**src/rtl/sysctl_pkg.sv**
```systemverilog
package sysctl_pkg;
  localparam int REG_W = 32;

  // status field positions
  localparam int ST_IE   = 0;
  localparam int ST_ERL  = 2;
  localparam int ST_MODE_LO = 3;
  localparam int ST_MODE_HI = 4;
  localparam int ST_UEN  = 5;
  localparam int ST_SEN  = 6;
  localparam int ST_KEN  = 7;
  localparam int ST_NMIF = 19;
  localparam int ST_SRF  = 20;
  localparam int ST_BOOT = 22;

  // cause field positions
  localparam int CA_SWI0 = 8;
  localparam int CA_WPND = 22;
  localparam int CA_IVS  = 23;
  localparam int CA_CDIS = 27;

  localparam logic [REG_W-1:0] ST_RESET_VAL =
    (REG_W'(1) << ST_BOOT) | (REG_W'(1) << ST_ERL);
  localparam logic [REG_W-1:0] ST_SEG_BITS =
    (REG_W'(1) << ST_KEN) | (REG_W'(1) << ST_SEN) | (REG_W'(1) << ST_UEN);
  localparam logic [REG_W-1:0] ST_STICKY_BITS =
    (REG_W'(1) << ST_SRF) | (REG_W'(1) << ST_NMIF);
  localparam logic [REG_W-1:0] ST_MODE_BITS =
    (REG_W'(1) << ST_MODE_HI) | (REG_W'(1) << ST_MODE_LO);

  localparam logic [REG_W-1:0] CA_BASE_WMASK =
    (REG_W'(3) << CA_SWI0) | (REG_W'(1) << CA_WPND) | (REG_W'(1) << CA_IVS);
  localparam logic [REG_W-1:0] CA_CDIS_BIT = REG_W'(1) << CA_CDIS;
  localparam logic [REG_W-1:0] CA_WPND_BIT = REG_W'(1) << CA_WPND;
endpackage

```
**src/rtl/sysctl_status_unit.sv**
```systemverilog
module sysctl_status_unit
  import sysctl_pkg::*;
#(
  parameter logic [REG_W-1:0] WMASK = 32'h0058_FFFF
) (
  input  logic             clk,
  input  logic             rst_n,
  input  logic             rev6_en,
  input  logic             we,
  input  logic [REG_W-1:0] wdata,
  output logic [REG_W-1:0] q,
  output logic             flush
);
  localparam logic SUPV_IMPL = WMASK[ST_MODE_HI] & WMASK[ST_MODE_LO];
  localparam logic SEG_ALL_W = WMASK[ST_KEN] & WMASK[ST_SEN] & WMASK[ST_UEN];

  logic [REG_W-1:0] data_adj;
  logic [REG_W-1:0] eff_mask;
  logic [REG_W-1:0] q_nxt;
  logic             flush_nxt;
  logic             k_c, s_c, u_c;

  // segment enable chaining and write mask adjustment
  always_comb begin
    k_c = wdata[ST_KEN];
    s_c = wdata[ST_SEN] & k_c;
    u_c = wdata[ST_UEN] & s_c;
    data_adj = wdata;
    eff_mask = WMASK;
    if (rev6_en) begin
      data_adj[ST_KEN] = k_c;
      data_adj[ST_SEN] = s_c;
      data_adj[ST_UEN] = u_c;
      if (SUPV_IMPL && (wdata[ST_MODE_HI:ST_MODE_LO] == 2'b11)) begin
        eff_mask = eff_mask & ~ST_MODE_BITS;
      end
      eff_mask = eff_mask & ~(wdata & ST_STICKY_BITS);
    end
  end

  always_comb begin
    q_nxt     = q;
    flush_nxt = 1'b0;
    if (we) begin
      q_nxt     = (q & ~eff_mask) | (data_adj & eff_mask);
      flush_nxt = |((q ^ q_nxt) & q & ST_SEG_BITS);
    end
  end

  always_ff @(posedge clk or negedge rst_n) begin
    if (!rst_n) begin
      q     <= ST_RESET_VAL;
      flush <= 1'b0;
    end else begin
      q     <= q_nxt;
      flush <= flush_nxt;
    end
  end


  flush_cause_chk: assert property (@(posedge clk) disable iff (!rst_n)
    flush |-> ($past(we) && (($past(q) & ~q & ST_SEG_BITS) != '0)));


  srf_no_set_chk: assert property (@(posedge clk) disable iff (!rst_n)
    (we && rev6_en && !q[ST_SRF]) |=> !q[ST_SRF]);


  nmif_no_set_chk: assert property (@(posedge clk) disable iff (!rst_n)
    (we && rev6_en && !q[ST_NMIF]) |=> !q[ST_NMIF]);


  mode_hold_chk: assert property (@(posedge clk) disable iff (!rst_n)
    (we && rev6_en && SUPV_IMPL && (wdata[ST_MODE_HI:ST_MODE_LO] == 2'b11))
      |=> $stable(q[ST_MODE_HI:ST_MODE_LO]));

  generate
    if (SEG_ALL_W) begin : g_chain_chk

      seg_chain_chk: assert property (@(posedge clk) disable iff (!rst_n)
        (we && rev6_en) |=> ((!q[ST_SEN] || q[ST_KEN]) && (!q[ST_UEN] || q[ST_SEN])));
    end
  endgenerate
endmodule

```
**src/rtl/sysctl_cause_unit.sv**
```systemverilog
module sysctl_cause_unit
  import sysctl_pkg::*;
#(
  parameter int NUM_SWI = 2
) (
  input  logic               clk,
  input  logic               rst_n,
  input  logic               rev2_en,
  input  logic               rev6_en,
  input  logic               we,
  input  logic [REG_W-1:0]   wdata,
  output logic [REG_W-1:0]   q,
  output logic               cnt_stop,
  output logic [NUM_SWI-1:0] swi
);
  localparam logic [REG_W-1:0] ALL_WMASK = CA_BASE_WMASK | CA_CDIS_BIT;

  logic [REG_W-1:0]   eff_mask;
  logic [REG_W-1:0]   q_nxt;
  logic [REG_W-1:0]   diff;
  logic               cnt_stop_nxt;
  logic [NUM_SWI-1:0] swi_nxt;

  always_comb begin
    eff_mask = CA_BASE_WMASK;
    if (rev2_en) eff_mask = eff_mask | CA_CDIS_BIT;
    if (rev6_en) eff_mask = eff_mask & ~(wdata & CA_WPND_BIT);
    q_nxt = we ? ((q & ~eff_mask) | (wdata & eff_mask)) : q;
    diff  = q ^ q_nxt;
  end

  always_comb begin
    cnt_stop_nxt = cnt_stop;
    if (diff[CA_CDIS]) cnt_stop_nxt = q_nxt[CA_CDIS];
  end

  generate
    for (genvar i = 0; i < NUM_SWI; i++) begin : g_swi
      always_comb begin
        swi_nxt[i] = swi[i];
        if (diff[CA_SWI0 + i]) swi_nxt[i] = q_nxt[CA_SWI0 + i];
      end
    end
  endgenerate

  always_ff @(posedge clk or negedge rst_n) begin
    if (!rst_n) begin
      q        <= '0;
      cnt_stop <= 1'b0;
      swi      <= '0;
    end else begin
      q        <= q_nxt;
      cnt_stop <= cnt_stop_nxt;
      swi      <= swi_nxt;
    end
  end


  fixed_bits_chk: assert property (@(posedge clk) disable iff (!rst_n)
    (q & ~ALL_WMASK) == '0);


  wpnd_no_set_chk: assert property (@(posedge clk) disable iff (!rst_n)
    (we && rev6_en && !q[CA_WPND]) |=> !q[CA_WPND]);


  cnt_stop_track_chk: assert property (@(posedge clk) disable iff (!rst_n)
    cnt_stop == q[CA_CDIS]);


  swi_track_chk: assert property (@(posedge clk) disable iff (!rst_n)
    swi == q[CA_SWI0 +: NUM_SWI]);
endmodule

```
**src/rtl/sysctl_regs.sv**
```systemverilog
module sysctl_regs
  import sysctl_pkg::*;
#(
  parameter logic [31:0] STATUS_WMASK = 32'h0058_FFFF,
  parameter int          NUM_SWI      = 2
) (
  input  logic               clk,
  input  logic               rst_n,
  input  logic               rev2_en,
  input  logic               rev6_en,
  input  logic               wr_en,
  input  logic               wr_sel,
  input  logic [31:0]        wr_data,
  input  logic               rd_sel,
  output logic [31:0]        rd_data,
  output logic               count_stop,
  output logic [NUM_SWI-1:0] soft_irq,
  output logic               tlb_flush
);
  logic             st_we, ca_we;
  logic [REG_W-1:0] st_q, ca_q;

  assign st_we = wr_en & ~wr_sel;
  assign ca_we = wr_en &  wr_sel;

  sysctl_status_unit #(.WMASK(STATUS_WMASK)) u_status (
    .clk     (clk),
    .rst_n   (rst_n),
    .rev6_en (rev6_en),
    .we      (st_we),
    .wdata   (wr_data),
    .q       (st_q),
    .flush   (tlb_flush)
  );

  sysctl_cause_unit #(.NUM_SWI(NUM_SWI)) u_cause (
    .clk      (clk),
    .rst_n    (rst_n),
    .rev2_en  (rev2_en),
    .rev6_en  (rev6_en),
    .we       (ca_we),
    .wdata    (wr_data),
    .q        (ca_q),
    .cnt_stop (count_stop),
    .swi      (soft_irq)
  );

  always_comb begin
    rd_data = rd_sel ? ca_q : st_q;
  end


  idle_hold_chk: assert property (@(posedge clk) disable iff (!rst_n)
    !wr_en |=> ($stable(st_q) && $stable(ca_q) && !tlb_flush));
endmodule

```
**config.mk**
```make
export PLATFORM = sky130hd
export DESIGN_NAME = sysctl_regs
export DESIGN_NICKNAME = d
export VERILOG_FILES = /design/src/rtl/sysctl_pkg.sv /design/src/rtl/sysctl_status_unit.sv /design/src/rtl/sysctl_cause_unit.sv /design/src/rtl/sysctl_regs.sv
export SDC_FILE = /design/constraint.sdc
export NUM_CORES = 1
export LEC_CHECK = 0
export ABC_AREA = 1
export ABC_CLOCK_PERIOD_IN_PS = 1090
export BUFFER_PORTS_ARGS = -buffer_cell sky130_fd_sc_hd__buf_2
export CAP_MARGIN = 20
export CORE_MARGIN = 2
export CORE_UTILIZATION = 49
export CTS_CLUSTER_SIZE = 8
export DETAILED_ROUTE_END_ITERATION = 8
export PLACE_DENSITY = 0.86
export SETUP_SLACK_MARGIN = 0.15
export SLEW_MARGIN = 20
export SYNTH_ARGS = -nofsm -noshare
export SYNTH_HDL_FRONTEND = slang
export SYNTH_HIERARCHICAL = 1
export SYNTH_SLANG_ARGS = --single-unit
```
**constraint.sdc**
```tcl
create_clock -name clk -period 1.09 [get_ports clk]
set_input_delay 0.2725 -clock clk [delete_from_list [all_inputs] [get_ports clk]]
set_output_delay 0.2725 -clock clk [all_outputs]
set_load 0.1 [all_outputs]
```
==> summary.txt <==
Run status
  – Outcome: complete, but fails checks
  – Violated checks: negative setup slack

Die
  – Die H: 67.6 um
  – Core box area: 3940 um^2
  – Die X: 67.6 um
  – Die area: 4570 um^2
  – Initial core utilization: 0.503
  – Ports: 75
  – Row Count: 23

STA
  – Fin. Hold Viols: 0
  – Worst hold slack: 0.191 ns
  – Clock skew: 0.00844 ns
  – Achievable Freq: 712 MHz
  – Final setup fails: 25
  – RSZ-0062 raised after global routing: true
  – Final period utilization: 1.29
  – Final Critical Period: 1.40 ns
  – Slew Limit Fails: 0
  – Final Worst Setup Slack: -0.314 ns

Worst setup path
  – Critical Path RT: 0.82 ns
  – Crit Path Category: reg -> out
  – WP data arrival: 1.13 ns
  – CP Max Fanout: 2
  – Crit path capture type: output port
  – Crit start category: register

Clock tree
  – Clock Sink Count: 28
  – Clk_lat worst skew: 0.27 ns
  – CTS tree: yes
  – Max Root-Sink Buffers: 2
  – Clock Pin Slew Worst Setup and Hold Paths: 0.10 ns
  – CTS H-tree lvls: 1
  – Root Driver: clkbuf_8
  – CTS Buf Count: 3

Synth
  – Post-Synthesis Cell Area: 1980 um^2
  – Syn_area_per_cell: 6.98 um^2
  – Syn Inst Count: 284
  – Distinct cells, synth: 22
  – Yosys Warn Count: 6
  – Area share of the largest cell type after synthesis: 0.328
  – Number of flops mapped to enable cells by yosys: 0
  – Post-synth top area cell: dfrtp_1
  – Sequential area share after synthesis: 0.355
  – Ranking of synthesized cells by area: dfrtp_1 (33%), nand2_1 (27%), buf_4 (16%)
  – Most used DFF post-synth: dfrtp_1
  – #FFs+latches synth: 28
  – Leading cell types by count after synthesis: nand2_1 (141), buf_4 (42), dfrtp_1 (26)
  – Most frequent cell after synthesis: nand2_1
  – Asr flop ratio synth: 1.00

Drt
  – Drt first pass iters: 4
  – Avg WL per Cell: 12.4 um
  – Vias per Instance: 4.49
  – WL final: 5.03 mm
  – Post-route ant nets: 0
  – Drt drc: 0
  – Via count: 1,829
  – Detailed Route Iter0 Violations: 77

Global route
  – GRT Total Usage: 0.223
  – Vias in the first global route: 1,745
  – Initial antenna violation count: 0
  – Largest net degree at the start of global routing: 26
  – Total overflow reported by the global router: 0
  – First-pass GRT wire length: 7.68 mm

Hold path
  – Worst hold path type: in -> reg

Placement
  – PortBufs: 52
  – Placed cell area: 2890 um^2
  – Placer Congestion: 0.780
  – Hpwl dp: 3.50 mm
  – Pre-CTS WS: -0.248 ns

Layout
  – Layout net count: 397
  – Layout cells sized above 1: 0.420
  – Area of the multi-input gates: 1320 um^2
  – Ant diodes: 0
  – Final Cell Area: 3170 um^2
  – Area growth syn-to-layout: 59.9%
  – Sequential Area: 716 um^2
  – Fin util: 0.805
  – Fill count: 229

Power and ir drop
  – Design Power: 4960 uW
  – Leak: 0.00172 uW
  – Max VDD drop: 1.18 mV
  – Power per cell area: 1560 nW/um^2

Job
  – Max_cap viols: 0
==> cell families (layout without fill, tap and decap cells) <==
family / after synthesis / in the layout / share of synthesized area
AOI/OAI and AO/OA: 13 / 13 / 0.0360
buffers and inverters: 72 / 107 / 0.259
DFF: 28 / 28 / 0.355
muxes: 1 / 1 / 0.00757
other: 2 / 40 / 0.00379
and+or+nand+nor: 168 / 168 / 0.339
==> stage by stage <==
| stage | setup TNS (ns) | cells |
|---|---|---|
| global route | -5.64 | 407 |
| global placement | -3.69 | 386 |
| finish | -4.82 | 407 |
| detailed placement | -4.14 | 386 |
| CTS | -5.38 | 400 |
| floorplan | -0.460 | 322 |
==> repair_timing <==
item / CTS / global route
setup buffers: 9 / 6
endpoints found under the hold margin: 10 / 0
pin swaps: 6 / 15
resized for setup: 4 / 24
hold buffers: 1 / 0
gates cloned: 0 / 1
setup endpoints to repair: 25 / 29
==> cells in the final DEF (no fill, tap or decap), types with 2 or more instances in the layout <==
cell type	synthesis	routed
nand2_1	141	106
conb_1	2	40
buf_12	1	27
buf_2	1	26
nand2_2	13	22
buf_4	42	22
dfrtp_1	26	22
nand2_8	0	20
inv_1	19	17
nand2_4	0	6
nand3_1	6	6
nor2_1	7	5
a21oi_1	5	4
buf_6	4	4
clkbuf_8	3	3
inv_2	1	3
o21ai_1	4	3
dfrtp_4	0	3
o21ai_2	0	2
a21oi_2	1	2
dfstp_2	2	2
==> worst paths after layout <==
kind                           startpoint                    endpoint  slack [ns]  cells past startpoint
setup / recovery            u_status/q[2]                  rd_data[2]       -0.31                      3
hold / removal                 wr_data[0]               u_status/q[0]        0.19                      3
setup reg to reg            u_status/q[6]              u_status/flush        0.08                      6
hold reg to reg            u_status/q[22]              u_status/q[22]        0.48                      2
max in group asynchronous           rst_n              u_status/q[13]        0.24                      3
min in group asynchronous           rst_n  asynchronous set/reset pin        0.42                      2
==> where the power goes <==
part / switching [uW] / leakage, uW / total, uW / internal, uW
Combinational: 1820 / 0.00136 / 2760 / 948
Clock: 326 / 0.0000357 / 818 / 492
Sequential: 152 / 0.000330 / 1380 / 1220
Total: 2290 / 0.00172 / 4960 / 2660
==> routing by layer <==
layer | vias to the layer above | global-route usage | wire (um)
met5 | - | 0 | 0
met4 | 0 | 0.0714 | 108
met3 | 12 | 0.0317 | 228
met2 | 56 | 0.412 | 2730
met1 | 849 | 0.264 | 1970
li1 | 912 | - | -
==> critical path, stage by stage (launching register included) <==
cell,delay (ns)
dfstp_2,0.57
nand2_4,0.07
nand2_8,0.06
buf_12,0.16
==> final cells by class <==
| class | instances | area share |
|---|---|---|
| Multi-Input combinational cell | 222 | 0.417 |
| Clock buffer | 3 | 0.0130 |
| Timing Repair inverter | 1 | 0.00276 |
| Inverter | 21 | 0.0288 |
| Tap cell | 50 | 0.0197 |
| Clock inverter | 1 | 0.00947 |
| Timing Repair Buffer | 81 | 0.283 |
| Sequential cell | 28 | 0.226 |
(Power assumes the default switching activity.)
